`config.mk`:
```
export PLATFORM = sky130hd
export DESIGN_NAME = mixed_policy_regs
export DESIGN_NICKNAME = d
export VERILOG_FILES = /design/src/rtl/mixed_policy_regs.sv
export SDC_FILE = /design/constraint.sdc
export NUM_CORES = 1
export LEC_CHECK = 0
export BUFFER_PORTS_ARGS = -buffer_cell sky130_fd_sc_hd__buf_2
export CAP_MARGIN = 40
export CORE_UTILIZATION = 42
export DETAILED_ROUTE_END_ITERATION = 16
export GPL_TIMING_DRIVEN = 0
export PLACE_DENSITY_LB_ADDON = 0.1
export SLEW_MARGIN = 0
export SYNTH_ARGS = -nofsm -noshare
export SYNTH_HDL_FRONTEND = slang
export SYNTH_SLANG_ARGS = --single-unit
```
`constraint.sdc`:
```
create_clock -name clk -period 1.15 [get_ports clk]
set_input_delay 0.0575 -clock clk [delete_from_list [all_inputs] [get_ports clk]]
set_output_delay 0.0575 -clock clk [all_outputs]
set_load 0.05 [all_outputs]
```
`src/rtl/mixed_policy_regs.sv`:
```
module mixed_policy_regs #(
  parameter int ADDR_W = 4,
  parameter int CTRL_OFS = 0,
  parameter int POL_OFS = 4
) (
  input  logic              clk,
  input  logic              rst_n,
  input  logic [ADDR_W-1:0] bus_addr,
  input  logic              bus_we,
  input  logic [31:0]       bus_wdata,
  input  logic              bus_re,
  output logic [31:0]       bus_rdata,
  input  logic              hw_status_in,
  input  logic              hw_event_in,
  output logic              clk_src_sel,
  output logic [3:0]        div_value,
  output logic [4:0]        wo_bits
);
  localparam logic [ADDR_W-1:0] A_CTRL = ADDR_W'(CTRL_OFS);
  localparam logic [ADDR_W-1:0] A_POL  = ADDR_W'(POL_OFS);

  logic        hit_ctrl, hit_pol, wr_pol, rd_pol;
  logic [30:4] r, nx;
  logic        once7, once6;
  logic [31:0] rd_ctrl, rd_pol_v;
  logic [31:0] d;

  assign d        = bus_wdata;
  assign hit_ctrl = bus_addr == A_CTRL;
  assign hit_pol  = bus_addr == A_POL;
  assign wr_pol   = bus_we & hit_pol;
  assign rd_pol   = bus_re & hit_pol;

  always_comb begin
    nx = r;
    if (wr_pol) begin
      nx[30] = d[30];
      nx[27] = d[27];
      nx[26] = d[26];
      nx[25] = 1'b0;
      nx[24] = 1'b1;
      nx[23] = 1'b1;
      nx[22] = 1'b0;
      if (d[21])  nx[21] = 1'b0;
      if (d[20])  nx[20] = 1'b1;
      if (d[19])  nx[19] = ~r[19];
      if (!d[18]) nx[18] = 1'b0;
      if (!d[17]) nx[17] = 1'b1;
      if (!d[16]) nx[16] = ~r[16];
      if (d[15])  nx[15] = 1'b1;
      if (d[14])  nx[14] = 1'b0;
      if (!d[13]) nx[13] = 1'b1;
      if (!d[12]) nx[12] = 1'b0;
      nx[11] = d[11];
      nx[10] = 1'b0;
      nx[9]  = d[9];
      nx[8]  = 1'b1;
      if (!once7) nx[7] = d[7];
      if (!once6) nx[6] = d[6];
      nx[5] = d[5];
    end
    if (rd_pol) begin
      nx[29] = 1'b0;
      nx[28] = 1'b1;
      nx[27] = 1'b0;
      nx[26] = 1'b1;
      nx[23] = 1'b0;
      nx[22] = 1'b1;
      nx[15] = 1'b0;
      nx[14] = 1'b1;
      nx[13] = 1'b0;
      nx[12] = 1'b1;
      nx[4]  = 1'b0;
    end
    if (hw_event_in) nx[4] = 1'b1;
  end

  always_ff @(posedge clk or negedge rst_n) begin
    if (!rst_n) begin
      r           <= '0;
      once7       <= 1'b0;
      once6       <= 1'b0;
      clk_src_sel <= 1'b1;
      div_value   <= 4'd0;
    end else begin
      r <= nx;
      if (wr_pol) begin
        once7 <= 1'b1;
        once6 <= 1'b1;
      end
      if (bus_we && hit_ctrl) begin
        clk_src_sel <= d[15];
        div_value   <= d[3:0];
      end
    end
  end

  assign rd_ctrl  = {clk_src_sel, 11'd0, div_value};
  assign rd_pol_v = {hw_status_in, r[30:12], 4'd0, r[7], 1'b0, r[5], r[4], 4'd0};
  assign bus_rdata = !bus_re  ? 32'd0 :
                     hit_ctrl ? rd_ctrl :
                     hit_pol  ? rd_pol_v : 32'd0;
  assign wo_bits = {r[11], r[10], r[9], r[8], r[6]};
endmodule


```
==> flow_summary.toml, run 1 <==
[synth]
synth-main-ff-cell = "dfrtp_1"
synthTopCellsByCount = "25 x dfrtp_1, 21 x and2_1, 14 x buf_4"
ys_ff_latch = 26
synth_edf_count = 0
syn_avg_cell_area_sq_um = 11.3
yosysWarningCount = 0
yosysSeqAreaShare_pct = 47.9
synthesis.area_sq_mm = 0.00136
post-synth-top-area-cell = "dfrtp_1"
synth_cell_types = 32
async_flop_share_pct = 100
synthCells = 120
synth_top_area_share_pct = 46.0
synth.area.top_cells = "dfrtp_1 46%, and2_1 9.7%, buf_4 7.7%"
synth.most_common_cell = "dfrtp_1"

[grt]
grt_max_degree = 27
grt_usage_pct = 20.6
grt-ovfl-total = 0
grt_pass1_vias = 1159
grt_pass1_wl_mm = 5.31
grt_antenna_before_repair = 0

[sta]
min_period_ps = 1240
slew_viol_final = 0
setup_slack_ps = -86.5
tightest_slew_ps = 597
hold_violations = 0
slew_headroom_pct = 60.2
worst_hold_slack_ps = 25.3
rsz0062_at_grt = "yes"
tns_ps = -154
fmax_mhz = 809
report.final.setup_viol = 2
period_share_pct = 108
finClkSkew_ps = 0.166

[layout]
final_core_util_pct = 75.5
layout-drive-gt1-share_pct = 55.8
final_cell_area_sq_mm = 0.00230
area_growth_pct = 69.5
num-nets-final = 267
num_antenna_cells = 0

[floorplanning]
die_x_um = 58.9
dieArea_sq_mm = 0.00347
die_h_um = 58.9
core_sq_mm = 0.00305
io_pins = 84
start_util_pct = 44.5
row_count = 20

[setup_path]
start_kind = "flip-flop"
arrival_ps = 1180
endpoint_kind = "primary output"
critical_path_class = "reg -> out"
rrSetupSlack_ps = 40
worstPathMaxFanout = 3
worstPathRequired_ps = 1090

[drt]
via_count = 1194
drt_first_pass_iters = 3
viasPerCell = 4.46
drcViolationCount = 0
antenna_left = 0
drtIter0Drc = 37
wl_per_cell_um = 13.3
routed_wl_mm = 3.56

[power]
power_density_mw_per_mm2 = 1270
leakagePower_nw = 1.22
peakVddDrop_mv = 0.896

[status]
violations = "negative setup slack"
status = "finished, violations left"

[clock_tree]
clk_pin_slew_ps = 140
clock_sinks = 26
htreeDepth = 1
root_buffer = "clkbuf_4"
cts_tree = "built"
cts_max_path_buffers = 2
clk_latency_ps = 320
cts_buffers = 3

[hold_path]
hold_class = "in -> reg"

[place]
placed_cell_area_sq_mm = 0.00176
dp_hpwl_mm = 2.19
place_ws_ps = -220
port_buffers = 61
globalplace.congestion = 0.752

[job]
maxCapViolations = 0
-- critical path: stages (launching register included) --
cell	delay (ps)
dfstp_2	590
a22o_4	140
buf_8	140
-- cell families (layout without fill, tap and decap cells) --
family                    Yosys count  count (layout)  synth area share, %
AOI/OAI and AO/OA                  14              14                 7.36
DFF                                26              26                 47.9
other                               1              10                0.276
muxes                              11              11                 11.0
and+or+nand+nor                    44              44                 21.3
xor gates and xnor gates            2               2                 1.29
buffers and inverters              22             117                 10.9
-- power breakdown --
group	leakage [nW]	switching [mW]	internal, mW	total [mW]
combinational	0.895	0.627	0.581	1.21
clock	0.0210	0.268	0.193	0.461
sequential	0.306	0.125	1.13	1.25
total	1.22	1.02	1.90	2.92
-- layout make-up --
type,count,area (sq um)
clock buffers,4,36.3
fillers,214,748
inverters,3,11.3
plain buffers,18,149
well taps,44,55.1
multi-input cells,81,641
flip-flops and latches,26,652
repair buffers,92,761
-- sequential cells by signal (all words and copies together) (netlist names) --
| signal | flops |
|---|---|
| div_value | 4 |
| r | 21 |
| clk_src_sel | 1 |
-- per-stage QoR --
step	cells	total power [mW]
floorplan	129	1.96
global placement	234	2.15
detailed placement	234	2.19
CTS	259	2.75
global route	268	3.07
finish	268	2.92
-- path summary, 6_finish.rpt --
kind                          startpoint       endpoint  depth (start not counted)
setup / recovery             clk_src_sel  bus_rdata[15]                          2
hold / removal             bus_wdata[14]          r[14]                          3
setup reg to reg                   r[24]           r[7]                          3
hold reg to reg                     r[4]           r[4]                          1
max in group asynchronous          rst_n          r[30]                          2
min in group asynchronous          rst_n          r[24]                          2
-- what timing repair did --
action	4_1_cts	5_1_grt
endpoints found under the hold margin	43	0
gates cloned	1	0
setup endpoints to repair	23	28
pin swaps	1	1
hold buffers	18	0
gates resized for setup	48	32
setup buffers	2	10
-- cell usage in the layout, fill, tap and decap left out, types with 3 or more instances in the layout --
cell	Yosys	final
and2_1	21	15
buf_4	14	34
and2_4	0	5
a31oi_1	4	4
nor2_1	7	5
clkbuf_8	0	3
dfrtp_1	25	25
inv_1	3	3
dlygate4sd3_1	0	18
clkbuf_4	0	3
conb_1	1	10
nand3_1	3	3
mux2_4	7	7
mux2_2	4	4
a21o_1	4	4
buf_8	0	6
buf_6	1	17
buf_2	3	33
-- per-layer routing --
layer / track usage, % / part of all wire [%]
met1: 22.7 / 39
met2: 39.0 / 56
met3: 2.64 / 4.6
met4: 9.52 / 0.48
met5: 0 / 0
No activity file was read; power rests on OpenSTA's default activity.
==> run 2, diff against run 1 <==
--- a/config.mk
+++ b/config.mk
@@ -11,6 +11,7 @@
 export DETAILED_ROUTE_END_ITERATION = 16
 export GPL_TIMING_DRIVEN = 0
 export PLACE_DENSITY_LB_ADDON = 0.1
+export REMOVE_ABC_BUFFERS = 1
 export SLEW_MARGIN = 0
 export SYNTH_ARGS = -nofsm -noshare
 export SYNTH_HDL_FRONTEND = slang
==> run 2 against run 1 <==
The run still ends with negative setup slack left. Die area is the same. Global-route usage fell by 1.8 points. Critical path depth unchanged. Power down 6.4%. Via count down 1.0%. Wire length is 9.4% lower. Clock power grew 0.9%. Design area down 8.9%. Sequential share of layout area grew 2.8 points. Hold slack lost 11 ps. Critical endpoint unchanged. Largest cell class unchanged.
==> flow_summary.toml, run 2 (synthesis results as in run 1) <==
[drt]
viasPerCell = 4.67
drtIter0Drc = 39
drt_first_pass_iters = 4
via_count = 1182
drcViolationCount = 0
routed_wl_mm = 3.22
antenna_left = 0
wl_per_cell_um = 12.7

[place]
dp_hpwl_mm = 1.88
port_buffers = 61
placedCellCount = 217
placed_cell_area_sq_mm = 0.00163
globalplace.congestion = 0.610

[power]
intPower_mw = 1.76
power.switching_mw = 0.973
p_sw_share_pct = 35.6
p_total_mw = 2.73
leakagePower_nw = 1.10
pwr-share-clk_pct = 17.0
combPwrFrac_pct = 37.6
peakVddDrop_mv = 0.839
seq_power_share_pct = 45.4
power_density_mw_per_mm2 = 1300

[grt]
grt_max_degree = 27
grt_usage_pct = 18.9
grt-ovfl-total = 0
grt_pass1_wl_mm = 4.82
grt_antenna_before_repair = 0
grt_pass1_vias = 1060

[setup_path]
arrival_ps = 1200
crit_path_start = "clk_src_sel"
ff2ff_path_depth = 2
start_kind = "flip-flop"
crit_slowest_cell = "dfstp_2"
r2r-end = "r[6]"
r2r-start = "r[24]"
rrSetupSlack_ps = 130
crit_chain = "a22o_1, buf_6"
worstPathMaxFanout = 3
endpoint_kind = "primary output"
critical_path_class = "reg -> out"
worstPathRequired_ps = 1090
max_stage_delay_ps = 570

[clock_tree]
clk_pin_slew_ps = 150
root_buffer = "clkbuf_4"
clock_sinks = 26
cts_max_path_buffers = 2
htreeDepth = 1
cts_buffers = 3
clk_latency_ps = 310
cts_tree = "built"

[sta]
finClkSkew_ps = 0.118
tightest_slew_ps = 567
slew_viol_final = 0
period_share_pct = 109
worst_hold_slack_ps = 14.4
hold_violations = 0
report.final.setup_viol = 2
slew_headroom_pct = 62.2
rsz0062_at_grt = "yes"
min_period_ps = 1260
setup_slack_ps = -109
fmax_mhz = 794

[hold_path]
hold_depth = 4
hold_class = "in -> reg"
min_from = "bus_wdata[13]"
hold_path_end = "r[13]"

[floorplanning]
core_sq_mm = 0.00305
dieArea_sq_mm = 0.00347
die_h_um = 58.9
start_util_pct = 44.5
row_count = 20
io_pins = 84
die_x_um = 58.9

[job]
maxCapViolations = 0

[layout]
final_core_util_pct = 68.8
top_register = "r"
largest_reg_flops = 21
num-nets-final = 252
layout.cells.most_common_list = "37 x buf_2, 25 x dfrtp_1, 21 x buf_4"
biggestRegsByFlops = "r (21), div_value (4), clk_src_sel (1)"
num_antenna_cells = 0
fillers = 241
area_growth_pct = 54.4
layout-drive-gt1-share_pct = 49.3
final_cell_area_sq_mm = 0.00210
final_common_cell = "buf_2"
fin_cells = 253

[status]
violations = "negative setup slack"
status = "finished, violations left"
==> run 2: cell count changes in the layout (fill, tap and decap cells not counted), moves of 2 or more <==
| cell | delta |
|---|---|
| buf_4 | -13 |
| and2_1 | +5 |
| buf_8 | -5 |
| and2_4 | -4 |
| buf_2 | +4 |
| buf_6 | -3 |
| and3_4 | +2 |
| clkbuf_8 | -2 |
==> run 2: per-layer routing <==
layer / track usage, % / share of wire (%)
met1: 23.7 / 43
met2: 32.8 / 51
met3: 2.64 / 4.3
met4: 7.14 / 1.2
met5: 0 / 0
==> run 2: timing repair <==
action                                  CTS  global route
endpoints found under the hold margin    43             1
setup buffers                             3             7
cloned                                    2             1
hold buffers                             18             1
endpoints found under the setup margin   25            21
pin swaps                                 1             1
gates resized for setup                  29            23
==> run 2: power by group through the flow <==
stage	logic [mW]	clock network, mW	registers [mW]
6_report	1.03	0.465	1.24
5_1_grt	1.09	0.521	1.26
4_1_cts	0.917	0.478	1.24
3_5_place_dp	0.842	0	1.26
3_3_place_gp	0.822	0	1.25
2_1_floorplan	0.377	0	1.50
==> run 2: cell type report <==
| class | instances | area (sq um) | share of cell area (%) |
|---|---|---|---|
| timing repair buffer | 92 | 706 | 33.6 |
| sequential | 26 | 652 | 31.0 |
| multi-input combinational | 84 | 639 | 30.5 |
| tap | 44 | 55.1 | 2.62 |
| clock buffer | 4 | 36.3 | 1.73 |
| inverter | 3 | 11.3 | 0.536 |
==> run 2: worst max-delay path by stage <==
stage	to	cells after the start	slack, ps
after floorplan	bus_rdata[15]	3	-520
after global placement	bus_rdata[22]	5	-1050
after detailed placement	bus_rdata[23]	6	-660
after CTS	bus_rdata[15]	2	-100
after global routing	bus_rdata[15]	2	-160
final	bus_rdata[15]	2	-110
==> run 2: per-stage QoR <==
step	setup slack, ps	TNS (ps)
floorplan	-518	-12090
finish	-109	-148
detailed placement	-662	-14160
global placement	-1050	-31080
global route	-159	-264
CTS	-102	-164
==> run 2: critical path: cells and delay by family (launching register included) <==
family	cells	cell delay, ps
buf+inv	1	160
flops	1	570
compound gates	1	160
==> run 3, diff against run 2 <==
--- a/config.mk
+++ b/config.mk
@@ -5,12 +5,11 @@
 export SDC_FILE = /design/constraint.sdc
 export NUM_CORES = 1
 export LEC_CHECK = 0
-export BUFFER_PORTS_ARGS = -buffer_cell sky130_fd_sc_hd__buf_2
 export CAP_MARGIN = 40
-export CORE_UTILIZATION = 42
+export CORE_UTILIZATION = 45
 export DETAILED_ROUTE_END_ITERATION = 16
+export DONT_BUFFER_PORTS = 1
 export GPL_TIMING_DRIVEN = 0
-export PLACE_DENSITY_LB_ADDON = 0.1
 export REMOVE_ABC_BUFFERS = 1
 export SLEW_MARGIN = 0
 export SYNTH_ARGS = -nofsm -noshare
==> run 3 against run 2 <==
The run ends with design-rule violations, negative hold slack, negative setup slack left. Die area fell by 6.4%. Combinational power fell by 49%. Critical path depth decreased by 1. Power shrank 6.9%. Global-route usage shrank 0.47 points. Fmax shrank 8.0%. Flip-flop and latch count unchanged. Design area is 18% lower. First-iteration DRC count grew 21%. Register-to-register slack lost 160 ps. Non-clock buffer count fell by 63.
==> flow_summary.toml, run 3 (synthesis results as in run 1) <==
[status]
status = "finished, violations left"
violations = "design-rule violations, negative hold slack, negative setup slack"

[grt]
grt_antenna_before_repair = 0
grt_pass1_vias = 958
grt-ovfl-total = 0
grt_usage_pct = 18.4
grt_max_degree = 27
grt_pass1_wl_mm = 4.50

[setup_path]
ff2ff_path_depth = 2
worstPathRequired_ps = 1090
endpoint_kind = "primary output"
critPathTopFamily = "flip-flops"
r2r-start = "r[24]"
path_buf_inv = 0
start_kind = "flip-flop"
critical_path_class = "reg -> out"
arrival_ps = 1310
worstPathMaxFanout = 3
r2r-end = "r[6]"
crit_slowest_cell = "dfstp_4"
max_stage_delay_ps = 740
crit_cells = 1
crit_chain = "a22o_4"
cp-endpoint = "bus_rdata[15]"
crit_path_start = "clk_src_sel"
rrSetupSlack_ps = -30

[clock_tree]
cts_buffers = 3
htreeDepth = 1
ctsHoldBuffers = 26
root_buffer = "clkbuf_4"
clk_pin_slew_ps = 140
cts_max_path_buffers = 2
clk_latency_ps = 320
clock_sinks = 26
cts_tree = "built"

[layout]
layout-drive-gt1-share_pct = 40.3
seq_area_sq_um = 662
top_register = "r"
area_growth_pct = 26.1
final_core_util_pct = 61.2
multi_input_area_sq_um = 674
num_antenna_cells = 0
layout.cells.most_common_list = "25 x dlygate4sd3_1, 20 x dfrtp_1, 11 x and2_2"
biggestRegsByFlops = "r (21), div_value (4), clk_src_sel (1)"
fillers = 238
final_common_cell = "dlygate4sd3_1"
num-nets-final = 187
largest_reg_flops = 21

[sta]
setup_slack_ps = -218
slew_headroom_pct = 63.9
slew_viol_final = 0
report.final.setup_viol = 9
worst_hold_slack_ps = -12.5
hold_violations = 2
fmax_mhz = 731
period_share_pct = 119
min_period_ps = 1370
rsz0062_at_grt = "yes"
tightest_slew_ps = 540
finClkSkew_ps = 0.555

[power]
peakVddDrop_mv = 0.910
power_density_mw_per_mm2 = 1480
leakagePower_nw = 0.824
p_total_mw = 2.55

[job]
maxCapViolations = 0

[place]
port_buffers = 0
dp_hpwl_mm = 1.71
globalplace.congestion = 0.635

[drt]
via_count = 924
drt_first_pass_iters = 10
routed_wl_mm = 2.83
wl_per_cell_um = 16.2
drtIter0Drc = 47
viasPerCell = 5.28
drcViolationCount = 6
antenna_left = 0

[floorplanning]
die_x_um = 57.0
io_pins = 84
dieArea_sq_mm = 0.00325
die_h_um = 57.0
start_util_pct = 48.5
core_sq_mm = 0.00281
row_count = 19

[hold_path]
hold_class = "in -> reg"
run 3: cell count changes in the layout (fill, tap and decap cells not counted), sizes merged:
cell,before,now
dlygate4sd3,19,25
and3,5,3
buf,73,4
run 3: timing repair:
action,CTS,global route
gates cloned,1,0
buffers inserted,0,1
pin swaps,7,1
resized for setup,44,3
endpoints found under the setup margin,25,10
hold endpoints to repair,49,2
run 3: metrics by stage:
step	cell area (sq um)	setup TNS [ps]	cells	worst slack, ps
final	1720	-676	175	-218
after global routing	1720	-1110	175	-258
after CTS	1700	-855	174	-263
after detailed placement	1310	-16680	143	-658
after global placement	1300	-29910	141	-1050
after floorplan	1260	-12090	110	-518
run 3: worst min-delay path by stage:
stage | from | end | slack (ps) | cells past startpoint
floorplan | rst_n | div_value[0] | -240 | 0
global placement | rst_n | r[28] | -240 | 0
detailed placement | rst_n | r[28] | -240 | 0
CTS | bus_addr[0] | r[16] | -20 | 3
global route | bus_addr[0] | r[16] | -20 | 3
finish | bus_addr[0] | r[16] | -10 | 3
run 3: per-layer routing:
layer  vias to the layer above  global-route usage, %  routed length, um  share of wire [%]
met2                        46                   30.6               1380                 49
met5                         -                      0                  0                  0
li1                        426                      -                  -                  -
met1                       447                   24.4               1240                 44
met3                         5                   2.49                170                6.0
met4                         0                   7.32                 44                1.6
run 3: power breakdown:
group,switching (mW),internal (mW)
clock network,0.275,0.194
logic,0.252,0.276
registers,0.410,1.14
run 3: tightest hold or removal path: cells and delay by family:
family / cells / cell delay, ps
and+or+nand+nor: 2 / 180
xor gates and xnor gates: 1 / 60
run 3: layout make-up:
| type | count | area share (%) |
|---|---|---|
| well taps | 31 | 2.26 |
| multi-input cells | 82 | 39.3 |
| flip-flops and latches | 26 | 38.6 |
| inverters | 3 | 0.656 |
| repair buffers | 29 | 17.1 |
| clock buffers | 4 | 2.12 |
